$ cat src/rtl/cstage_pkg.sv
package cstage_pkg;

    localparam int STAGE_W = 4;

    typedef logic [STAGE_W-1:0] cval_t;

    typedef enum logic [1:0] {
        OP_HOLD  = 2'd0,
        OP_COUNT = 2'd1,
        OP_LOAD  = 2'd2,
        OP_CLEAR = 2'd3
    } cstage_op_e;

    typedef struct packed {
        logic  clear;
        logic  load;
        logic  advance;
        cval_t preset;
    } cstage_ctl_t;

    function automatic cval_t top_value(input bit decade);
        return decade ? cval_t'(9) : {STAGE_W{1'b1}};
    endfunction

    function automatic cval_t bump(input cval_t cur, input cval_t top);
        return (cur == top) ? '0 : cur + cval_t'(1);
    endfunction

endpackage

$ cat src/rtl/cstage_ctrl.sv
module cstage_ctrl
    import cstage_pkg::*;
#(
    parameter bit DIRECT_CLEAR = 1'b0
) (
    input  logic        clear_n,
    input  logic        load_n,
    input  logic        en_p,
    input  logic        en_t,
    input  cval_t       din,
    output cstage_ctl_t ctl,
    output cstage_op_e  op
);
    always_comb begin
        ctl.clear   = !clear_n && !DIRECT_CLEAR;
        ctl.load    = !load_n;
        ctl.advance = en_p && en_t;
        ctl.preset  = din;
    end

    always_comb begin
        if (ctl.clear)        op = OP_CLEAR;
        else if (ctl.load)    op = OP_LOAD;
        else if (ctl.advance) op = OP_COUNT;
        else                  op = OP_HOLD;
    end
endmodule

$ cat src/rtl/cstage_next.sv
module cstage_next
    import cstage_pkg::*;
#(
    parameter bit IS_DECADE = 1'b0
) (
    input  cstage_op_e  op,
    input  cstage_ctl_t ctl,
    input  cval_t       cur,
    output cval_t       nxt
);
    localparam cval_t TOP = top_value(IS_DECADE);

    always_comb begin
        unique case (op)
            OP_CLEAR: nxt = '0;
            OP_LOAD:  nxt = ctl.preset;
            OP_COUNT: nxt = bump(cur, TOP);
            default:  nxt = cur;
        endcase
    end
endmodule

$ cat src/rtl/cstage_reg.sv
module cstage_reg
    import cstage_pkg::*;
#(
    parameter bit DIRECT_CLEAR = 1'b0
) (
    input  logic  clk,
    input  logic  rst,
    input  logic  clear_n,
    input  cval_t nxt,
    output cval_t cur
);
    generate
        if (DIRECT_CLEAR) begin : g_direct
            always_ff @(posedge clk or negedge clear_n) begin
                if (!clear_n)  cur <= '0;
                else if (rst)  cur <= '0;
                else           cur <= nxt;
            end

            p_direct_clear_r7: assert property (@(posedge clk) disable iff (rst)
                !clear_n |-> (cur == '0));
        end else begin : g_edge
            always_ff @(posedge clk) begin
                if (rst) cur <= '0;
                else     cur <= nxt;
            end

            p_edge_clear_r6: assert property (@(posedge clk) disable iff (rst)
                !clear_n |=> (cur == '0));
        end
    endgenerate
endmodule

$ cat src/rtl/cstage_carry.sv
module cstage_carry
    import cstage_pkg::*;
#(
    parameter bit IS_DECADE = 1'b0
) (
    input  cval_t cur,
    input  logic  en_t,
    output logic  carry
);
    localparam cval_t TOP = top_value(IS_DECADE);

    always_comb carry = en_t && (cur == TOP);
endmodule

$ cat src/rtl/presettable_counter_stage.sv
module presettable_counter_stage
    import cstage_pkg::*;
#(
    parameter bit IS_DECADE    = 1'b0,
    parameter bit DIRECT_CLEAR = 1'b0
) (
    input  logic               clk,
    input  logic               rst,
    input  logic               clear_n,
    input  logic               load_n,
    input  logic               en_p,
    input  logic               en_t,
    input  logic [STAGE_W-1:0] din,
    output logic [STAGE_W-1:0] count,
    output logic               carry_out
);
    localparam cval_t TOP = top_value(IS_DECADE);

    cstage_ctl_t ctl;
    cstage_op_e  op;
    cval_t       nxt;
    cval_t       cur;

    cstage_ctrl #(.DIRECT_CLEAR(DIRECT_CLEAR)) u_ctrl (
        .clear_n (clear_n),
        .load_n  (load_n),
        .en_p    (en_p),
        .en_t    (en_t),
        .din     (din),
        .ctl     (ctl),
        .op      (op)
    );

    cstage_next #(.IS_DECADE(IS_DECADE)) u_next (
        .op  (op),
        .ctl (ctl),
        .cur (cur),
        .nxt (nxt)
    );

    cstage_reg #(.DIRECT_CLEAR(DIRECT_CLEAR)) u_reg (
        .clk     (clk),
        .rst     (rst),
        .clear_n (clear_n),
        .nxt     (nxt),
        .cur     (cur)
    );

    cstage_carry #(.IS_DECADE(IS_DECADE)) u_carry (
        .cur   (cur),
        .en_t  (en_t),
        .carry (carry_out)
    );

    assign count = cur;

    // a counting edge below the wrap point adds exactly one
    p_step_r2: assert property (@(posedge clk) disable iff (rst)
        (clear_n && load_n && en_p && en_t && count != TOP && count != {STAGE_W{1'b1}})
        |=> (!clear_n || count == $past(count) + cval_t'(1)));

    // a missing enable freezes the count
    p_hold_r3: assert property (@(posedge clk) disable iff (rst)
        (clear_n && load_n && !(en_p && en_t)) |=> (!clear_n || $stable(count)));

    // a preset lands on the next edge
    p_preset_r4: assert property (@(posedge clk) disable iff (rst)
        (clear_n && !load_n) |=> (!clear_n || count == $past(din)));

    // counting at the top value returns to zero
    p_wrap_r8: assert property (@(posedge clk) disable iff (rst)
        (clear_n && load_n && en_p && en_t && count == TOP) |=> (count == '0));

    // the carry needs en_t and the top value
    p_carry_r9: assert property (@(posedge clk) disable iff (rst)
        carry_out |-> (en_t && count == TOP));
endmodule

$ cat config.mk
export PLATFORM = sky130hd
export DESIGN_NAME = presettable_counter_stage
export DESIGN_NICKNAME = d
export VERILOG_FILES = /design/src/rtl/cstage_pkg.sv /design/src/rtl/cstage_ctrl.sv /design/src/rtl/cstage_next.sv /design/src/rtl/cstage_reg.sv /design/src/rtl/cstage_carry.sv /design/src/rtl/presettable_counter_stage.sv
export SDC_FILE = /design/constraint.sdc
export NUM_CORES = 1
export LEC_CHECK = 0
export ABC_AREA = 1
export BUFFER_PORTS_ARGS = -buffer_cell sky130_fd_sc_hd__buf_2
export CAP_MARGIN = 20
export CORE_AREA = 4 4 41 43
export DETAILED_ROUTE_END_ITERATION = 7
export DIE_AREA = 0 0 45 47
export MAX_ROUTING_LAYER = met4
export REMOVE_ABC_BUFFERS = 1
export SYNTH_ARGS = -nofsm -noshare
export SYNTH_HDL_FRONTEND = slang
export SYNTH_SLANG_ARGS = --single-unit
$ cat constraint.sdc
create_clock -name clk -period 1 [get_ports clk]
set_input_delay 0.1 -clock clk [delete_from_list [all_inputs] [get_ports clk]]
set_output_delay 0.1 -clock clk [all_outputs]
set_load 0.05 [all_outputs]
**Yosys cells after proc, flatten, opt, wreduce, memory -nomap -nowiden**

Cells that the tools add are included.

- Register bits: 4
- Bits of input ports: 10
- Output and inout port bits: 5
- Logic and storage cells: 14

- $add $sub $neg: 1
- Mux-type cells: 5
- Equality and inequality tests: 4
- Reductions and logical operators: 3

Operators by type and width:

| operator | count |
|---|---|
| $pmux W4 S3 | 1 |
| $add A4 B1 Y4 const B | 1 |
| $eq A2 B2 Y1 const B | 2 |
| $eq A4 B4 Y1 const B | 1 |
| $mux W2 | 2 |
| $mux W4 | 1 |
| $reduce_bool A3 Y1 | 1 |
| $eq A2 B1 Y1 const B | 1 |
| $logic_and A1 B1 Y1 | 2 |
| $mux W1 | 1 |

**Logic depth before layout (Yosys ltp)**

- Depth after elaboration: 6
- Gate-level depth with buffers: 6

**Hierarchy**

Synthesis repeated with hierarchy kept, for this count alone.

- Cell total of the unflattened synthesis: 60
- Area, all modules: 332.8 µm²

Modules (own cells, without submodules):

| module | instances | cells an instance | area each (µm²) |
|---|---|---|---|
| cstage_next | 1 | 34 | 152.6 |
| cstage_reg | 1 | 12 | 110.1 |
| cstage_ctrl | 1 | 11 | 57.6 |
| cstage_carry | 1 | 3 | 12.5 |

**Worst setup path before layout**

OpenSTA, ideal clock, no wires.

- Path kind: flip-flop to output port
- From: reg u_reg.cur[0]
- To: out carry_out
- Stages on the path, launching flop included: 4
- Data arrival time: 2,195 ps
- Path slack: -1,295 ps
- Cells stage by stage: dfxtp_1 ha_1 nand2_1 nor3b_1

- Word-level cells in the longest chain between the ends: 2

Ends and longest elaborated chain:

| what | RTL line | source |
|---|---|---|
| from (decl) | cstage_reg.sv:10 | `output cval_t cur` |
| from (signal assigned) | cstage_reg.sv:25 | `else cur <= nxt;` |
| $eq A4 B4 Y1 | cstage_carry.sv:12 | `always_comb carry = en_t && (cur == TOP);` |
| $logic_and A1 B1 Y1 | cstage_carry.sv:12 |  |
| to (decl) | presettable_counter_stage.sv:15 | `output logic carry_out` |

No other way between the ends.

**Worst setup path in the final report**

Same ends and word-level chain as after synthesis.

==> key figures <==
Finish
  • Most flops, register: u_reg.cur
  • # diodes: 0
  • Biggest regs: u_reg.cur (4)
  • Synthesis-to-layout area growth: 77.49%
  • Share of layout cells above drive strength 1: 0.5143
  • Largest register FFs: 4
  • Fillers: about 150
  • Nets@finish: a little over 80

STA
  • Worst slew pin tran: 0.2501 ns
  • Final hold violations: 0
  • Final setup viols: 5
  • Setup ws final: -0.2441 ns
  • Max Slew Vio Count: 0
  • Fin Setup TNS: -0.5663 ns
  • F_max: 0.8038 GHz
  • Min cycle time layout: around 1.2 ns
  • Final Cycle Share: 1.244
  • Worst rel slew slack: 0.8344
  • RSZ-0062 raised after global routing: true
  • Worst Clk Skew: 0.005114 ns

Yosys
  • Asr flop ratio synth: 0
  • Top cells by area, synth: dfxtp_1, nand2_1, nand3_1
  • Top cells by count, synth: nand2_1, inv_1, nand3_1
  • Most used DFF post-synth: dfxtp_1
  • Ys Warns: 0
  • Post-synth EDFFs: 0
  • Post-synth top area cell: dfxtp_1
  • Cells after synthesis: 47
  • Area of the mapped netlist: 289.0 um^2
  • Syn Area/Cell: 6.150 um^2
  • Synth top area share: 0.2771
  • Sequential fraction of the synthesis area: 0.2771
  • Netlist cell types: 15
  • Yosys reg bits: 4
  • Most numerous cell in the Yosys netlist: nand2_1

Critical path
  • Worst Setup Start Kind: flop
  • Element type at the critical path end: output port
  • Crit path kind: reg -> out
  • R2R depth: 7
  • R2R setup slack: -0.13 ns
  • CP arrival: approximately 1.1 ns
  • CP required: 0.90 ns
  • Critical Path Fanout Max: 2

Clock tree
  • Htree depth: 1
  • CTS sink count: 4
  • Clk_lat worst skew: approximately 0.24 ns
  • Clock transition at path regs: 0.03 ns
  • Clock buffer depth: 2
  • Clock root buffer: clkbuf_4
  • CTS Buf Count: 3
  • Post-CTS Hold Fix Bufs: 0
  • TritonCTS clock tree: done

Detailed routing
  • Detail Route Antenna Nets: 0
  • First-pass DRT Iterations: 4
  • WL per Instance: about 11 um
  • Iteration-0 DRC Markers: 5
  • DR vias/cell: between 4 and 5
  • Remaining routing DRC violations: 0
  • Final wirelength: 932 um
  • Total number of vias: 384

Placement
  • Dpl hpwl: 678.2 um
  • Placer Congestion: between 0.8 and 0.9
  • Input/output buffers: 14

Die
  • Die width: 45 um
  • Initial Utilization: 0.2221
  • Die Ht: ~47 um
  • Die area: approximately 2100 um^2
  • # IOs: 15
  • Rows: 13
  • Core area: 1301 um^2

GRT
  • Global-route wire length before repair: about 1400 um
  • Vias in the first global route: between 300 and 400
  • Grt ovf: 0
  • Largest net degree at the start of global routing: 7
  • Initial antenna violation count: 0
  • Gr usage total: 0.1020

Pwr
  • Sw Pwr: 165.4 uW
  • Leak: about 0.26 nW
  • Sequential power share: 0.338
  • Comb power frac: 0.277
  • Internal power: 364.4 uW
  • Worst vdd ir: around 0.00065 V
  • Sw frac: 0.3122
  • PD cells: 1033 nW/um^2
  • Clock network power share: 0.385
  • Overall power: ~530 uW

Min path
  • Hold Path Stages: 2
  • Min-Delay Path Class: in -> reg

Job
  • Max-Cap Viols: 0

Outcome
  • Failing checks: setup timing
  • Outcome: finished, violations left
==> critical path: stages, from the launching register on <==
cell     delay [ns]
dfxtp_2        0.34
ha_4           0.15
nand2_4        0.05
nor3b_2        0.18
buf_6          0.18
==> cell families (layout without fill, tap and decap cells) <==
| kind of cell | Yosys count | after routing | synth area share |
|---|---|---|---|
| AOI/OAI and AO/OA | 7 | 7 | 0.1255 |
| adders and majority gates | 1 | 1 | 0.04328 |
| buffers and inverters | 9 | 32 | 0.1212 |
| DFF | 4 | 4 | 0.2771 |
| and+or+nand+nor | 26 | 26 | 0.4330 |
==> area by class of cell <==
class	instances	area, um^2	share of cell area
clock buffers	3	22.52	0.04390
inverters	9	35.03	0.06829
multi-input cells	34	210.2	0.4098
flip-flops and latches	4	82.58	0.1610
well taps	15	18.77	0.03659
repair buffers	20	143.9	0.2805
==> power by group through the flow <==
stage | Combinational, mW | Clock [mW] | Sequential (mW)
floorplan | 0.0429 | 0 | 0.210
CTS | 0.141 | 0.205 | 0.179
global route | 0.157 | 0.223 | 0.180
global placement | 0.127 | 0 | 0.176
detailed placement | 0.129 | 0 | 0.177
finish | 0.147 | 0.204 | 0.179
==> layer usage <==
layer	vias to the layer above	wire length [um]	GRT usage
li1	198	-	-
met1	162	350	0.08884
met2	20	475	0.1751
met3	4	91	0.05747
met4	0	14	0.05263
met5	-	0	-
==> placed cells by master, fill, tap and decap left out, types with 2 or more instances in the layout <==
master	netlist	routed
a21oi_1	3	2
buf_2	0	10
buf_4	0	6
buf_6	0	3
clkbuf_4	0	3
dfxtp_1	4	2
dfxtp_2	0	2
inv_1	8	8
nand2_1	10	9
nand2_2	3	3
nand3_1	7	7
o21ai_0	3	3
==> timing repair <==
item                       in CTS  in global routing
setup endpoints to repair       7                  8
pin swaps                       3                  5
cloned                          0                  0
resized for setup              15                  4
buffers inserted                1                  1
==> path summary, 6_finish.rpt <==
check,start,endpoint
worst max-delay path,u_reg.cur[0]$_SDFFE_PP0P_,carry_out
worst min-delay path,rst,u_reg.cur[1]$_SDFFE_PP0P_
worst max register to register,u_reg.cur[0]$_SDFFE_PP0P_,u_reg.cur[0]$_SDFFE_PP0P_
worst min register to register,u_reg.cur[1]$_SDFFE_PP0P_,u_reg.cur[1]$_SDFFE_PP0P_
==> stage by stage <==
stage | cell area, um^2 | utilization | cells | worst slack [ns] | hold WS (ns)
floorplan | 289.0 | - | 47 | -1.295 | 0.1694
global placement | 415.4 | 0.3192 | 81 | -0.08654 | 0.2814
detailed placement | 415.4 | 0.3192 | 81 | -0.1355 | 0.2847
CTS | 498.0 | 0.3827 | 85 | -0.2637 | 0.03191
global route | 513.0 | 0.3942 | 85 | -0.2997 | 0.03941
finish | 513.0 | 0.3942 | 85 | -0.2441 | 0.03871
Power figures use the tool's default switching activity.
